$ cat src/rtl/evc_pkg.sv
package evc_pkg;
  typedef enum logic [1:0] {
    SRC_OFF  = 2'b00,
    SRC_TICK = 2'b01,
    SRC_RISE = 2'b10,
    SRC_FALL = 2'b11
  } clkSrc_e;

  // strobes from control to datapath, valid for one clock
  typedef struct packed {
    logic countEn;  // take one count step
    logic loadCnt;  // load count from write data
    logic clrFlag;  // clear overflow flag
  } evcStrobe_t;
endpackage

$ cat src/rtl/evc_ctrl.sv
module evc_ctrl
  import evc_pkg::*;
(
  input  logic       clk,
  input  logic       rstN,
  input  logic       pinIn,
  input  logic       preTick,
  input  logic [1:0] clkSel,
  input  logic       regWe,
  input  logic       regAddr,
  input  logic       wrBit0,
  output evcStrobe_t st
);
  logic pinCap, pinSync, pinPrev;
  logic riseQ, fallQ;
  clkSrc_e src;

  // half-cycle capture of the asynchronous pin
  always_ff @(negedge clk or negedge rstN) begin
    if (!rstN) pinCap <= 1'b0;
    else       pinCap <= pinIn;
  end

  // synchronizer, history and registered edge pulses
  always_ff @(posedge clk or negedge rstN) begin
    if (!rstN) begin
      pinSync <= 1'b0;
      pinPrev <= 1'b0;
      riseQ   <= 1'b0;
      fallQ   <= 1'b0;
    end else begin
      pinSync <= pinCap;
      pinPrev <= pinSync;
      riseQ   <= pinSync & ~pinPrev;
      fallQ   <= ~pinSync & pinPrev;
    end
  end

  assign src = clkSrc_e'(clkSel);

  always_comb begin
    st = '0;
    unique case (src)
      SRC_OFF:  st.countEn = 1'b0;
      SRC_TICK: st.countEn = preTick;
      SRC_RISE: st.countEn = riseQ;
      SRC_FALL: st.countEn = fallQ;
      default:  st.countEn = 1'b0;
    endcase
    st.loadCnt = regWe & ~regAddr;
    st.clrFlag = regWe & regAddr & wrBit0;
  end
endmodule

$ cat src/rtl/evc_dpath.sv
module evc_dpath
  import evc_pkg::*;
#(
  parameter int W = 8
) (
  input  logic         clk,
  input  logic         rstN,
  input  evcStrobe_t   st,
  input  logic         ctcMode,
  input  logic [W-1:0] cmpVal,
  input  logic [W-1:0] regWdata,
  input  logic         regAddr,
  output logic [W-1:0] count,
  output logic         ovfFlag,
  output logic [W-1:0] regRdata
);
  localparam logic [W-1:0] MAXV = '1;

  logic atMax, atCmp, stepTaken;

  assign atMax     = (count == MAXV);
  assign atCmp     = ctcMode && (count == cmpVal);
  assign stepTaken = st.countEn && !st.loadCnt;

  always_ff @(posedge clk or negedge rstN) begin
    if (!rstN) begin
      count   <= '0;
      ovfFlag <= 1'b0;
    end else begin
      if (st.loadCnt)      count <= regWdata;
      else if (st.countEn) count <= atCmp ? '0 : count + 1'b1;

      if (stepTaken && atMax) ovfFlag <= 1'b1;
      else if (st.clrFlag)    ovfFlag <= 1'b0;
    end
  end

  assign regRdata = regAddr ? {{(W-1){1'b0}}, ovfFlag} : count;
endmodule

$ cat src/rtl/ext_event_counter.sv
module ext_event_counter
  import evc_pkg::*;
#(
  parameter int W = 8
) (
  input  logic         clk,
  input  logic         rstN,
  input  logic         pinIn,
  input  logic         preTick,
  input  logic [1:0]   clkSel,
  input  logic         ctcMode,
  input  logic [W-1:0] cmpVal,
  input  logic         regWe,
  input  logic         regAddr,
  input  logic [W-1:0] regWdata,
  output logic [W-1:0] count,
  output logic         ovfFlag,
  output logic [W-1:0] regRdata
);
  evcStrobe_t st;

  evc_ctrl u_ctrl (
    .clk(clk), .rstN(rstN), .pinIn(pinIn), .preTick(preTick),
    .clkSel(clkSel), .regWe(regWe), .regAddr(regAddr),
    .wrBit0(regWdata[0]), .st(st)
  );

  evc_dpath #(.W(W)) u_dpath (
    .clk(clk), .rstN(rstN), .st(st), .ctcMode(ctcMode), .cmpVal(cmpVal),
    .regWdata(regWdata), .regAddr(regAddr), .count(count),
    .ovfFlag(ovfFlag), .regRdata(regRdata)
  );
endmodule

$ cat config.mk
export PLATFORM = sky130hd
export DESIGN_NAME = ext_event_counter
export DESIGN_NICKNAME = d
export VERILOG_FILES = /design/src/rtl/evc_pkg.sv /design/src/rtl/evc_ctrl.sv /design/src/rtl/evc_dpath.sv /design/src/rtl/ext_event_counter.sv
export SDC_FILE = /design/constraint.sdc
export NUM_CORES = 1
export LEC_CHECK = 0
export ABC_AREA = 0
export CAP_MARGIN = 20
export CELL_PAD_IN_SITES_DETAIL_PLACEMENT = 0
export CELL_PAD_IN_SITES_GLOBAL_PLACEMENT = 2
export CORE_UTILIZATION = 24
export DETAILED_ROUTE_END_ITERATION = 8
export PLACE_DENSITY_LB_ADDON = 0.1
export REMOVE_ABC_BUFFERS = 1
export SYNTH_ARGS = -nofsm -noshare
export SYNTH_HDL_FRONTEND = slang
export SYNTH_SLANG_ARGS = --single-unit
$ cat constraint.sdc
create_clock -name clk -period 2.3 [get_ports clk]
set_input_delay 0.46 -clock clk [delete_from_list [all_inputs] [get_ports clk]]
set_output_delay 0.46 -clock clk [all_outputs]
set_load 0.02 [all_outputs]
==> metrics <==
NetSw approximately 330 uW; total die area about 0.0040 mm^2; Clock Path Buffers 2; Crit. End Element primary output; DR vias/cell 4.866; max cap viols 0; synthesized instance count between 90 and 100; GP Congestion 0.7130; Worst Setup Start Kind input port; Peak VDD IR 236.7 uV; DRT Pass-1 Iters 4; Leak roughly 0.00063 uW; Seq cells post-synth 14; initial antenna violation count 0; DRC violation count after routing 0; maximum fanout along the worst path 3; cts bufs inserted 3; row count 21; Cell Chain, Critical Path clkdlybuf4s50_1, mux2_2, dlygate4sd2_1; routed len/inst 13.82 um; Post-synth EDFFs 0; Clk pwr share 26.2%; Worst Hold Class flop to flop; die span in x between 60 and 70 um; core outline area 0.003468 mm^2; Tcrit/Tclk final 91.97%; Post-DP HPWL 2084 um; Crit-path slowest cell clkdlybuf4s50_1; status finished, final reports clean; dpl cells 190; Nets 175; starting DRC count in detailed routing 44; final wirelength 2682 um; Seq pwr share 35.7%; CTS Hold Buffers Added 0; CP Data Required Time 1.84 ns; Post-CTS Setup Bufs 0; Relative slew margins ~64%; chip height 63.40 um; DRT antenna net count 0; most common cell after layout, fill and taps aside clkdlybuf4s50_1; FMAX around 0.47 GHz; largest net degree at the start of global routing 14; Switching Fraction 34.03%; unrepaired setup endpoints after global routing no; CTS clk-pin slew, worst paths 0.06 ns; worst path buffer plus inverter count 2; register area share after synthesis 38.73%; ANT cells 0; min Tclk post-route 2.115 ns; asr flop ratio synth 100.0%; root buffer cell clkbuf_8; Post-Place Setup Slack -0.03314 ns; Critical Path AT 1.66 ns; share of cells above drive strength 1 13.51%; grt ovf 0; Pins Over Slew Limit 0; Yosys warning total 0; commonest cells after routing, fill and taps aside 33 x clkdlybuf4s50_1, 13 x dfrtp_1, 10 x nor2b_1; CTS tree yes; io pins 42; Synth Flop Type dfrtp_1; cell-internal power 632.1 uW; Slew @ Worst Pin 0.5216 ns; number of setup violations in the final report 0; mean post-synth cell area ~9 um^2; worst setup margin 0.1847 ns; Vias 944; Util after Layout 42.64%; CTS H-Tree Depth 1; Port Buf Inserts between 40 and 50; Clock Skews between 0.015 and 0.02 ns; Area growth, synth to finish 63.49%; CP peak stage delay ~0.53 ns; power per cell area 647.9 mW/mm^2; Hold Fails Final Rpt 0; synth unique cells 30; clk_lat worst skew 0.26 ns; clock sinks 14; vias in the first global route 953; Cell Count, Final, Fillers Out between 150 and 200; combinational share of power 38.1%; first-pass GRT wire length 4567 um; CP top delay family buffers and inverters; Netlist Area Pre-Place 904.6 um^2; initial core utilization 26.08%; Hold Slack ~0.41 ns; critical setup path kind input port to primary output; gr usage total 14.66%
==> state kept, by name, summed over array words and instances (netlist names) <==
register	flops
u_ctrl.pinSync	1
u_ctrl.pinCap	1
u_ctrl.riseQ	1
u_dpath.count	8
u_dpath.ovfFlag	1
u_ctrl.fallQ	1
u_ctrl.pinPrev	1
==> area by class of cell <==
type,count,area [um^2]
Tap cell,46,57.56
Clock buffer,4,55.05
Multi-Input combinational cell,80,528.0
Fill cell,385,1989
Sequential cell,14,350.3
Timing Repair Buffer,50,488.0
==> cell families after synthesis <==
logic type | after synthesis | share of synthesized area [%]
DFF | 14 | 38.73
and+or+nand+nor | 49 | 30.57
muxes | 4 | 5.117
xor gates and xnor gates | 8 | 7.746
adders and majority gates | 1 | 1.383
buffers and inverters | 5 | 2.904
AOI/OAI and AO/OA | 18 | 13.55
==> power by group through the flow <==
stage,clock [uW],combinational [uW],sequential [uW]
finish,251,365,342
global route,267,400,351
CTS,254,371,343
detailed placement,0,381,347
global placement,0,383,348
floorplan,0,167,363
==> layer usage <==
| metal | up-vias | share of wire (%) | track usage, % | routed length (um) |
|---|---|---|---|---|
| met5 | - | 0 | 0 | 0 |
| met4 | 0 | 0.89 | 4.261 | 24 |
| met3 | 4 | 6.5 | 3.442 | 174 |
| met2 | 34 | 44 | 22.07 | 1182 |
| met1 | 444 | 49 | 20.60 | 1301 |
| li1 | 462 | - | - | - |
==> cell usage after synthesis (2+ instances only) <==
cell,number,area [um^2]
nor2b_1,10,62.56
nand3_1,5,25.02
nand2_1,6,22.52
a21oi_1,6,30.03
a211o_2,2,20.02
mux2i_1,2,20.02
o31ai_1,4,30.03
o21a_1,2,15.01
nor4_1,3,18.77
xnor2_1,8,70.07
clkbuf_1,4,15.01
and3_1,2,12.51
nor2_1,6,22.52
nand4_1,4,25.02
and3_2,3,22.52
nor3_1,5,25.02
dfrtp_1,13,325.3
or4_1,2,15.01
==> worst paths after layout <==
kind | from | to | slack [ns] | depth (start not counted)
max reg2reg | u_dpath.count[0] | u_dpath.count[6] | 0.49 | 6
min | u_ctrl.pinSync | u_ctrl.pinPrev | 0.41 | 0
max in group asynchronous | rstN | u_ctrl.pinCap | 0.71 | 1
min reg2reg | u_ctrl.pinSync | u_ctrl.pinPrev | 0.41 | 0
max | regAddr | regRdata[0] | 0.18 | 3
min in group asynchronous | rstN | u_dpath.count[1] | 0.63 | 2
==> per-stage QoR <==
stage,total power (uW),TNS [ns],area (um^2)
after floorplan,530.1,0,878.3
after global placement,731.0,-0.09221,1426
after detailed placement,728.7,-0.1088,1426
after CTS,969.0,0,1474
after global routing,1018,0,1479
final,958.2,0,1479
==> timing repair <==
action,in CTS,in global routing
resized for setup,6,2
setup endpoints to repair,6,2
hold endpoints to repair,0,0
cloned,0,0
No activity file was read; power rests on OpenSTA's default activity.
